$ cat src/rtl/pll_relock_pkg.sv
package pll_relock_pkg;
  typedef enum logic [2:0] {
    ST_IDLE,
    ST_PARK,
    ST_PROG,
    ST_WAIT_LOCK,
    ST_RESUME
  } seq_state_e;
endpackage

$ cat src/rtl/pms_field_merge.sv
module pms_field_merge #(
  parameter int WORD_W = 32,
  parameter int M_LSB  = 16,
  parameter int M_W    = 10,
  parameter int P_LSB  = 8,
  parameter int P_W    = 6,
  parameter int S_LSB  = 0,
  parameter int S_W    = 3
) (
  input  logic [WORD_W-1:0] cfg_i,
  input  logic [WORD_W-1:0] pms_i,
  output logic [WORD_W-1:0] merged_o,
  output logic [P_W-1:0]    p_o
);
  function automatic logic [WORD_W-1:0] fld(input int lsb, input int w);
    logic [WORD_W-1:0] m;
    m = '0;
    for (int i = 0; i < w; i++) m[lsb+i] = 1'b1;
    return m;
  endfunction

  localparam logic [WORD_W-1:0] FIELD_MASK =
    fld(M_LSB, M_W) | fld(P_LSB, P_W) | fld(S_LSB, S_W);

  assign merged_o = (cfg_i & ~FIELD_MASK) | (pms_i & FIELD_MASK);
  assign p_o      = pms_i[P_LSB +: P_W];
endmodule

$ cat src/rtl/lock_time_calc.sv
module lock_time_calc #(
  parameter int P_W    = 6,
  parameter int MUL    = 250,
  parameter int LOCK_W = 14
) (
  input  logic [P_W-1:0]    p_i,
  output logic [LOCK_W-1:0] lock_o
);
  assign lock_o = LOCK_W'(p_i) * LOCK_W'(MUL);
endmodule

$ cat src/rtl/relock_fsm.sv
module relock_fsm
  import pll_relock_pkg::*;
#(
  parameter int          STAT_W   = 3,
  parameter int unsigned STAT_PRI = 1,
  parameter int unsigned STAT_ALT = 2
) (
  input  logic              clk_i,
  input  logic              rst_ni,
  input  logic              start_i,
  input  logic [STAT_W-1:0] mux_stat_i,
  input  logic              locked_i,
  output logic              capture_o,
  output logic              lock_load_o,
  output logic              cfg_we_o,
  output logic              mux_sel_o,
  output logic              busy_o,
  output logic              done_o
);
  seq_state_e state_q;

  wire stat_alt = (mux_stat_i == STAT_W'(STAT_ALT));
  wire stat_pri = (mux_stat_i == STAT_W'(STAT_PRI));

  assign capture_o   = (state_q == ST_IDLE) && start_i;
  assign lock_load_o = (state_q == ST_PARK) && stat_alt;
  // write is combinational so the PLL sees it in the PROG cycle and drops lock before WAIT_LOCK samples it
  assign cfg_we_o    = (state_q == ST_PROG);
  assign busy_o      = (state_q != ST_IDLE);

  always_ff @(posedge clk_i or negedge rst_ni) begin
    if (!rst_ni) begin
      state_q   <= ST_IDLE;
      mux_sel_o <= 1'b0;
      done_o    <= 1'b0;
    end else begin
      done_o <= 1'b0;
      unique case (state_q)
        ST_IDLE: if (start_i) begin
          state_q   <= ST_PARK;
          mux_sel_o <= 1'b1;
        end
        ST_PARK: if (stat_alt) state_q <= ST_PROG;
        ST_PROG: state_q <= ST_WAIT_LOCK;
        ST_WAIT_LOCK: if (locked_i) begin
          state_q   <= ST_RESUME;
          mux_sel_o <= 1'b0;
        end
        ST_RESUME: if (stat_pri) begin
          state_q <= ST_IDLE;
          done_o  <= 1'b1;
        end
        default: state_q <= ST_IDLE;
      endcase
    end
  end
endmodule

$ cat src/rtl/pll_relock_seq.sv
module pll_relock_seq #(
  parameter int          WORD_W   = 32,
  parameter int          M_LSB    = 16,
  parameter int          M_W      = 10,
  parameter int          P_LSB    = 8,
  parameter int          P_W      = 6,
  parameter int          S_LSB    = 0,
  parameter int          S_W      = 3,
  parameter int          LOCK_MUL = 250,
  parameter int          STAT_W   = 3,
  parameter int unsigned STAT_PRI = 1,
  parameter int unsigned STAT_ALT = 2,
  localparam int         LOCK_W   = $clog2(((1 << P_W) - 1) * LOCK_MUL + 1)
) (
  input  logic              clk_i,
  input  logic              rst_ni,
  input  logic              start_i,
  input  logic [WORD_W-1:0] pms_i,
  output logic              mux_sel_o,
  input  logic [STAT_W-1:0] mux_stat_i,
  output logic [LOCK_W-1:0] lock_time_o,
  input  logic [WORD_W-1:0] cfg_i,
  output logic [WORD_W-1:0] cfg_o,
  output logic              cfg_we_o,
  input  logic              locked_i,
  output logic              busy_o,
  output logic              done_o
);
  logic              capture, lock_load;
  logic [WORD_W-1:0] pms_q;
  logic [P_W-1:0]    p_field;
  logic [LOCK_W-1:0] lock_calc;

  relock_fsm #(
    .STAT_W(STAT_W), .STAT_PRI(STAT_PRI), .STAT_ALT(STAT_ALT)
  ) i_fsm (
    .clk_i, .rst_ni, .start_i, .mux_stat_i, .locked_i,
    .capture_o(capture), .lock_load_o(lock_load), .cfg_we_o,
    .mux_sel_o, .busy_o, .done_o
  );

  pms_field_merge #(
    .WORD_W(WORD_W), .M_LSB(M_LSB), .M_W(M_W), .P_LSB(P_LSB), .P_W(P_W),
    .S_LSB(S_LSB), .S_W(S_W)
  ) i_merge (
    .cfg_i, .pms_i(pms_q), .merged_o(cfg_o), .p_o(p_field)
  );

  lock_time_calc #(
    .P_W(P_W), .MUL(LOCK_MUL), .LOCK_W(LOCK_W)
  ) i_lock (
    .p_i(p_field), .lock_o(lock_calc)
  );

  always_ff @(posedge clk_i or negedge rst_ni) begin
    if (!rst_ni) begin
      pms_q       <= '0;
      lock_time_o <= '0;
    end else begin
      if (capture)   pms_q       <= pms_i;
      if (lock_load) lock_time_o <= lock_calc;
    end
  end
endmodule

$ cat config.mk
export PLATFORM = sky130hd
export DESIGN_NAME = pll_relock_seq
export DESIGN_NICKNAME = d
export VERILOG_FILES = /design/src/rtl/pll_relock_pkg.sv /design/src/rtl/pms_field_merge.sv /design/src/rtl/lock_time_calc.sv /design/src/rtl/relock_fsm.sv /design/src/rtl/pll_relock_seq.sv
export SDC_FILE = /design/constraint.sdc
export NUM_CORES = 1
export LEC_CHECK = 0
export BUFFER_PORTS_ARGS = -buffer_cell sky130_fd_sc_hd__clkbuf_2
export CORE_UTILIZATION = 40
export CTS_CLUSTER_SIZE = 8
export DETAILED_ROUTE_END_ITERATION = 10
export PLACE_DENSITY = 0.78
export RECOVER_POWER = 100
export SYNTH_ARGS = -nofsm -noshare
export SYNTH_HDL_FRONTEND = slang
export SYNTH_SLANG_ARGS = --single-unit
$ cat constraint.sdc
create_clock -name clk_i -period 8.3 [get_ports clk_i]
set_clock_uncertainty 0.05 [all_clocks]
set_input_delay 1.245 -clock clk_i [delete_from_list [all_inputs] [get_ports clk_i]]
set_output_delay 1.245 -clock clk_i [all_outputs]
set_load 0.01 [all_outputs]
==> results of run 1 <==
cell usage in the layout (no fill, tap or decap), types with 5 or more instances in the layout:
cell type / count
mux2_1: 10
dfrtp_1: 37
ha_1: 23
fa_1: 13
nor2_1: 9
clkbuf_2: 23
inv_1: 35
a21oi_1: 7
clkbuf_1: 39
clkbuf_8: 5
o21ai_0: 14
nand2_1: 28
Yosys cell counts, types with 2 or more instances:
master    instances
a211oi_1          3
a21o_1            3
a21oi_1           7
and3_1            3
buf_2             3
buf_4            16
buf_6             2
dfrtp_1          37
fa_1             13
ha_1             23
inv_1            35
mux2_1           10
mux2_2            4
mux2i_1           2
nand2_1          28
nor2_1            8
nor2b_1           2
o211ai_1          3
o21ai_0          14
o31ai_2           3
or3_4             2
xnor2_1           2
xor2_1            2
cells by family after synthesis:
group	synth area share
AO/OA/AOI/OAI	0.1032
adder cells (fa/ha/maj)	0.2174
other	0.001487
buffers and inverters	0.1206
flip-flops	0.3672
multiplexers	0.07047
AND/OR/NAND/NOR	0.1057
XOR/XNOR	0.01390
worst register-to-register path: stages, from the launching register on:
cell      delay [ns]
dfrtp_1         0.46
inv_1           0.14
fa_1            0.55
inv_1           0.09
ha_1            0.28
inv_1           0.05
fa_1            0.53
inv_1           0.04
ha_1            0.23
fa_1            0.44
a211oi_1        0.39
o211ai_1        0.17
and3_1          0.19
o31ai_1         0.18
stage by stage:
step	setup WS, ns	instance area (um^2)	instances	hold WS [ns]
floorplan	4.766	2521	241	0.4605
global placement	4.612	2748	355	0.4096
detailed placement	4.496	2748	355	0.4134
CTS	4.484	2830	363	0.4314
global route	4.199	2746	363	0.4406
finish	4.424	2746	363	0.4247
cell type report:
type | count | area, um^2 | area share
Multi-Input combinational cell | 147 | 1255 | 0.4569
Sequential cell | 37 | 925.9 | 0.3371
Timing Repair Buffer | 61 | 257.7 | 0.09385
Inverter | 35 | 131.4 | 0.04784
Tap cell | 75 | 93.84 | 0.03417
Clock buffer | 6 | 72.57 | 0.02642
Clock inverter | 2 | 10.01 | 0.003645
routing by layer:
layer  vias up  share of wire  routed length, um
li1        873              -                  -
met1       810           0.46               2047
met2        54           0.47               2086
met3         6          0.064                286
met4         0          0.010                 45
met5         -              0                  0
state kept, by name (all words and copies together) (netlist names):
register         count
pms_q               19
lock_time_o         13
i_fsm.state_q        3
i_fsm.done_o         1
i_fsm.mux_sel_o      1
worst paths after layout:
kind                                                     to                        from  depth (start not counted)
worst max-delay path            lock_time_o[13]$_DFFE_PN0P_       pms_q[10]$_DFFE_PN0P_                         13
worst min-delay path             lock_time_o[6]$_DFFE_PN0P_  lock_time_o[6]$_DFFE_PN0P_                          2
worst max register to register  lock_time_o[13]$_DFFE_PN0P_       pms_q[10]$_DFFE_PN0P_                         13
worst min register to register   lock_time_o[6]$_DFFE_PN0P_  lock_time_o[6]$_DFFE_PN0P_                          2
max in group asynchronous       lock_time_o[10]$_DFFE_PN0P_                      rst_ni                          1
min in group asynchronous        lock_time_o[4]$_DFFE_PN0P_                      rst_ni                          1
==> out/metrics.csv, run 1 <==
metric,value,unit
status,"finished, violations left",
failing checks,"capacitance limit, slew limit",
Post-synth EDFFs,0,
cell taking the most area after synthesis,dfrtp_1,
DRC viols,0,
total of max-cap violations,2,
Yosys top cell area share,0.3672,
Layout Nets,394,
CTS tree,yes,
Die Area,6624,um^2
CTS root buf,clkbuf_8,
chip width,81.39,um
post-CTS setup buffer count,0,
H-Tree Depth,2,
Post-Route Utilization,0.4584,
Clock Latency Late Sink,0.28,ns
hold_buf cts,0,
antenna-violating nets left,0,
Slew @ Worst Pin,1.989,ns
DRT iter0 DRCs,17,
critical path data required time,8.43,ns
IO Count,121,
Top Family by Delay on Critical Path,adder cells,
largest net degree at the start of global routing,38,
Max Freq,0.2580,GHz
Netlist cell types,39,
gpl congestion,0.7973,
WS Path Type,register to register,
post-DP HPWL,3525,um
CTS buffer count,5,
top_reg_cell synth,dfrtp_1,
vias,1743,
CP arrival,4.01,ns
CTS Buffer Depth,2,
die height,81.39,um
Total Routed Length,4466,um
number of global-route vias before repair,1711,
setup_tns,0,ns
Final Hold Viols,0,
asr flop ratio synth,1.000,
Ant. Diodes,0,
synthesis-stage register bit count,37,
Worst Hold Class,register to register,
GRT Resource Usage Total,0.1498,
critical path peak fanout,5,
most frequent CP cell,inv_1,
endpoints failing setup,0,
initial antenna violation count,0,
number of fill cells,595,
Buf/Inv on CP,4,
Worst path slowest cell,fa_1,
startpoint types,register,
synth-to-layout area growth,8.933,%
Crit. End Element,register,
GRT busiest layer,met2,
Rel. slew slack,-0.3257,
syn avg cell area,10.46,um^2
syn nets,348,
core region area,5991,um^2
DR vias/cell,4.802,
Post-Syn Area,2521,um^2
register area share after synthesis,0.3672,
met3 Use GR,0.03820,
critical-path cell list,"inv_1, fa_1, inv_1, ha_1, inv_1, fa_1, inv_1, ha_1, fa_1, a211oi_1, o211ai_1, and3_1, o31ai_1",
RSZ-0062 raised after global routing,no,
DR WL/cell,12.30,um
gr ovfl total,0,
synth warn,0,
fin crit share,0.4670,
gate count of the mapped netlist,241,
post-cts resize count,0,
R2R setup slack,4.42,ns
Synth area leaders,"dfrtp_1 (37%), ha_1 (11%), fa_1 (10%)",
"Clk pin slew, worst setup/hold paths",0.07,ns
Initial Util,0.4208,
grt met1 use,0.1896,
CTS sink count,37,
crit path time final,3.876,ns
met2 Use GR,0.2483,
Row Count,28,
final max-slew violation count,63,
Crit path largest cell delay,0.55,ns
layout cells sized above 1,0.1319,
first-pass GRT wire length,7486,um
I/O Buffers,61,
DR pass1 iterations,4,
Power of run 1 is not shown: default switching activity piles up to over one toggle a cycle in this logic, so the estimate is an artifact.
==> run 2: changes to the inputs <==
- clock period: 8.3 -> 3.94 ns (I/O delays scaled with it)
==> run 2 against run 1 <==
Compared with the run above:
- the flow still finishes with violations (capacitance limit, slew limit)
- cell count rose by 0.55%
- sequential share of layout area shrank 0.35 points
- critical path depth unchanged
- via count is 0.11% higher
- non-clock buffer count rose by 2
- maximum frequency grew 4.4%
- die area unchanged
- register-to-register slack lost 4.2 ns
- largest cell class unchanged
- highest routed layer unchanged
==> out/metrics.csv, run 2 (synthesis gave the netlist of run 1 again) <==
metric,value,unit,change
status,"finished, violations left",,
failing checks,"capacitance limit, slew limit",,
Hold Path Stages,2,,unchanged
DR WL/cell,12.63,um,+2.7%
Post-Route Utilization,0.4632,,+0.004803
gr ovfl total,0,,unchanged
CTS sink count,37,,unchanged
antenna-violating nets left,0,,unchanged
Rel. slew slack,-0.3293,,-0.003506
Top reg by flops,pms_q,,
CTS root buf,clkbuf_8,,
"commonest non-fill, non-tap cell in the layout",clkbuf_1,,
Die Area,6624,um^2,unchanged
vias,1745,,+0.11%
setup_tns,0,ns,unchanged
Max Freq,0.2693,GHz,+4.4%
CTS tree,yes,,
Crit path largest cell delay,0.60,ns,+0.05 ns
Total Routed Length,4611,um,+3.2%
CTS buffer count,5,,unchanged
Final Hold Viols,0,,unchanged
Ant. Diodes,0,,unchanged
IO Count,121,,unchanged
startpoint types,register,,
number of global-route vias before repair,1637,,-4.3%
Worst path slowest cell,fa_1,,
GRT Resource Usage Total,0.1466,,-0.003221
critical path peak fanout,4,,-1
CP arrival,3.85,ns,-0.16 ns
DR pass1 iterations,4,,unchanged
I/O Buffers,61,,unchanged
gpl congestion,0.8119,,+1.8%
DR vias/cell,4.781,,-0.43%
endpoints failing setup,0,,unchanged
WS Path Type,register to register,,
Initial Util,0.4208,,unchanged
layout cells sized above 1,0.1517,,+0.01978
total of max-cap violations,2,,unchanged
RSZ-0062 raised after global routing,no,,
critical path data required time,4.08,ns,-4.35 ns
"Clk pin slew, worst setup/hold paths",0.07,ns,about the same
DRC viols,0,,unchanged
die height,81.39,um,unchanged
crit path time final,3.713,ns,-0.1635 ns
Worst Hold Class,register to register,,
critical-path cell list,"inv_1, fa_1, inv_1, ha_1, inv_1, fa_1, inv_1, ha_1, fa_1, a211oi_2, o211ai_1, and3_1, o31ai_2",,
post-DP HPWL,3627,um,+2.9%
largest net degree at the start of global routing,38,,unchanged
fin crit share,0.9423,,+0.4753
initial antenna violation count,0,,unchanged
largest registers,"pms_q x19, lock_time_o x13, i_fsm.state_q x3",,
chip width,81.39,um,unchanged
Layout Nets,396,,+0.51%
synth-to-layout area growth,10.07,%,
Slew @ Worst Pin,1.994,ns,+0.005259 ns
Row Count,28,,unchanged
most frequent CP cell,inv_1,,
Crit. End Element,register,,
Reg2Reg Depth,13,,unchanged
max reg flops,19,,unchanged
core region area,5991,um^2,unchanged
DRT iter0 DRCs,30,,+13
first-pass GRT wire length,7355,um,-1.7%
H-Tree Depth,2,,unchanged
"commonest non-fill, non-tap cells in the layout","clkbuf_1 (38), dfrtp_1 (37), inv_1 (35)",,
final max-slew violation count,63,,unchanged
Clock Latency Late Sink,0.28,ns,about the same
CTS Buffer Depth,2,,unchanged
## run 2: timing repair
action | 4_1_cts | 5_1_grt
buffers inserted | 0 | 0
hold endpoints to repair | 0 | 0
endpoints found under the setup margin | 0 | 1
gates resized for setup | 0 | 1
hold buffers | 0 | 0
## run 2: final cells by class
cell class	instances	area, um^2
timing repair buffer	63	271.5
clock buffer	6	72.57
sequential	37	925.9
tap	75	93.84
fill	597	3216
clock inverter	2	10.01
multi-input combinational	147	1270
inverter	35	131.4
## run 2: metal layers
metal | GRT usage | up-vias | routed length, um
li1 | - | 869 | -
met1 | 0.1814 | 826 | 2064
met2 | 0.2517 | 48 | 2249
met3 | 0.04045 | 2 | 274
met4 | 0.03393 | 0 | 21
met5 | 0 | - | 0
## run 2: worst max-delay path, delay by kind of cell, from the launching register on
kind / cells / cell delay [ns]
adder cells (fa/ha/maj): 5 / 2.08
AO/OA/AOI/OAI: 3 / 0.60
flip-flops: 1 / 0.42
AND/OR/NAND/NOR: 1 / 0.20
buffers and inverters: 4 / 0.28
## run 2: final timing paths
path / start / to / slack (ns)
min: lock_time_o[7]$_DFFE_PN0P_ / lock_time_o[7]$_DFFE_PN0P_ / 0.43
max reg2reg: pms_q[8]$_DFFE_PN0P_ / lock_time_o[13]$_DFFE_PN0P_ / 0.23
max in group asynchronous: rst_ni / i_fsm.done_o$_DFF_PN0_ / 1.88
min reg2reg: lock_time_o[7]$_DFFE_PN0P_ / lock_time_o[7]$_DFFE_PN0P_ / 0.43
min in group asynchronous: rst_ni / pms_q[12]$_DFFE_PN0P_ / 0.83
max: pms_q[8]$_DFFE_PN0P_ / lock_time_o[13]$_DFFE_PN0P_ / 0.23
## run 2: metrics by stage
step	setup WS, ns	cell area [um^2]	instances	hold WS (ns)
after detailed placement	0.2081	2763	357	0.4111
after floorplan	0.4057	2521	241	0.2454
final	0.2273	2775	365	0.4261
after global placement	0.2877	2763	357	0.4095
after global routing	0.03012	2775	365	0.4430
after CTS	0.1624	2845	365	0.4273
Power of run 2 is left out for the same reason.
==> run 3: changes to the inputs <==
- clock period: 3.94 -> 3.85 ns (I/O delays scaled with it)
==> run 3 against run 2 <==
Compared with the run above:
- the run still ends with capacitance limit, slew limit left
- hold slack worse by 0.0041 ns
- cell count up 0.82%
- worst setup slack improved by 0.045 ns
- register-to-register slack gained 0.04 ns
- critical path depth is the same
- count of clock-buffer cells in the layout unchanged
- non-clock buffer count is 3 higher
- first-iteration DRC count fell by 17%
- maximum frequency is 3.8% higher
- sequential share of layout area fell by 0.24 points
- final area grew 0.72%
- wire length fell by 3.3%
- critical path type unchanged
==> out/metrics.csv, run 3 (synthesis gave the netlist of run 1 again) <==
metric,value,unit,change
crit path time final,3.578,ns,-0.1348 ns
Total Routed Length,4461,um,-3.3%
Clock Latency Late Sink,0.28,ns,about the same
Worst path slowest cell,fa_1,,
Rel. slew slack,-0.3147,,+0.01456
fin crit share,0.9293,,-0.01298
startpoint types,register,,
CP arrival,3.72,ns,-0.13 ns
Crit path largest cell delay,0.55,ns,-0.05 ns
"commonest non-fill, non-tap cells in the layout","clkbuf_1 (38), dfrtp_1 (37), inv_1 (35)",,
"commonest non-fill, non-tap cell in the layout",clkbuf_1,,
DRC viols,0,,unchanged
DRT iter0 DRCs,25,,-17%
die height,81.39,um,unchanged
Post-Route Utilization,0.4666,,+0.003342
I/O Buffers,61,,unchanged
setup_tns,0,ns,unchanged
hold_ws,0.4220,ns,-0.004138 ns
gpl congestion,0.8126,,about the same
DR WL/cell,12.12,um,-4.0%
Layout Nets,399,,+0.76%
Top Family by Delay on Critical Path,adder cells,,
worst setup margin,0.2720,ns,+0.04478 ns
antenna-violating nets left,0,,unchanged
Final Hold Viols,0,,unchanged
chip width,81.39,um,unchanged
initial antenna violation count,0,,unchanged
Slew @ Worst Pin,1.972,ns,-0.02184 ns
CTS tree,yes,,
first-pass GRT wire length,7431,um,+1.0%
status,"finished, violations left",,
endpoints failing setup,0,,unchanged
post-DP HPWL,3588,um,-1.1%
RSZ-0062 raised after global routing,no,,
final max-slew violation count,63,,unchanged
critical path peak fanout,4,,unchanged
Worst Hold Class,register to register,,
Place WS,0.1241,ns,-0.08401 ns
CTS Buffer Depth,2,,unchanged
critical path data required time,3.99,ns,-0.09 ns
Register Area,925.9,um^2,unchanged
H-Tree Depth,2,,unchanged
Die Area,6624,um^2,unchanged
CTS root buf,clkbuf_8,,
largest net degree at the start of global routing,38,,unchanged
Row Count,28,,unchanged
Max Freq,0.2795,GHz,+3.8%
GRT Resource Usage Total,0.1486,,+0.002048
max reg flops,19,,unchanged
core region area,5991,um^2,unchanged
number of global-route vias before repair,1660,,+1.4%
total of max-cap violations,2,,unchanged
number of fill cells,599,,+0.34%
failing checks,"capacitance limit, slew limit",,
Crit. End Element,register,,
Initial Util,0.4208,,unchanged
gr ovfl total,0,,unchanged
WS Path Type,register to register,,
largest registers,"pms_q x19, lock_time_o x13, i_fsm.state_q x3",,
CTS sink count,37,,unchanged
Multi-input gate area,1270,um^2,unchanged
critical-path cell list,"inv_1, fa_1, inv_1, ha_1, inv_1, fa_1, inv_1, ha_1, fa_1, a211oi_2, o211ai_1, and3_1, o31ai_2",,
"Clk pin slew, worst setup/hold paths",0.07,ns,about the same
CTS buffer count,5,,unchanged
vias,1736,,-0.52%
synth-to-layout area growth,10.87,%,
Ant. Diodes,0,,unchanged
DR pass1 iterations,4,,unchanged
DR vias/cell,4.717,,-1.3%
Top reg by flops,pms_q,,
layout cells sized above 1,0.1604,,+0.008685
most frequent CP cell,inv_1,,
IO Count,121,,unchanged
Buf/Inv on CP,4,,unchanged
-- run 3: routing by layer --
metal / global-route usage / part of all wire / vias up
li1: - / - / 877
met1: 0.1831 / 0.45 / 801
met2: 0.2508 / 0.48 / 50
met3: 0.03596 / 0.061 / 8
met4: 0.05357 / 0.012 / 0
met5: 0 / 0 / -
-- run 3: cell type report --
type	instances	area share
Tap cell	75	0.03357
Inverter	35	0.04700
Multi-Input combinational cell	147	0.4543
Clock inverter	2	0.003581
Timing Repair Buffer	66	0.1043
Sequential cell	37	0.3312
Clock buffer	6	0.02596
-- run 3: final timing paths --
kind | depth (start not counted) | start | end | slack, ns
max | 13 | pms_q[9]$_DFFE_PN0P_ | lock_time_o[13]$_DFFE_PN0P_ | 0.27
min | 2 | lock_time_o[6]$_DFFE_PN0P_ | lock_time_o[6]$_DFFE_PN0P_ | 0.42
max reg2reg | 13 | pms_q[9]$_DFFE_PN0P_ | lock_time_o[13]$_DFFE_PN0P_ | 0.27
min reg2reg | 2 | lock_time_o[6]$_DFFE_PN0P_ | lock_time_o[6]$_DFFE_PN0P_ | 0.42
max in group asynchronous | 1 | rst_ni | i_fsm.state_q[1]$_DFFE_PN0P_ | 1.83
min in group asynchronous | 1 | rst_ni | lock_time_o[11]$_DFFE_PN0P_ | 0.80
-- run 3: tightest hold or removal path: stages (launching register included) --
cell     delay, ns
dfrtp_1       0.34
nand2_1       0.05
nand2_1       0.05
-- run 3: metrics by stage --
stage	area, um^2	instances
finish	2795	368
global route	2795	368
CTS	2853	366
floorplan	2521	241
detailed placement	2770	358
global placement	2770	358
-- run 3: repair_timing --
item,CTS,global route
setup endpoints to repair,0,2
hold endpoints to repair,0,0
setup buffers,0,2
hold buffers,0,0
gates resized for setup,0,1
Power of run 3 is left out for the same reason.
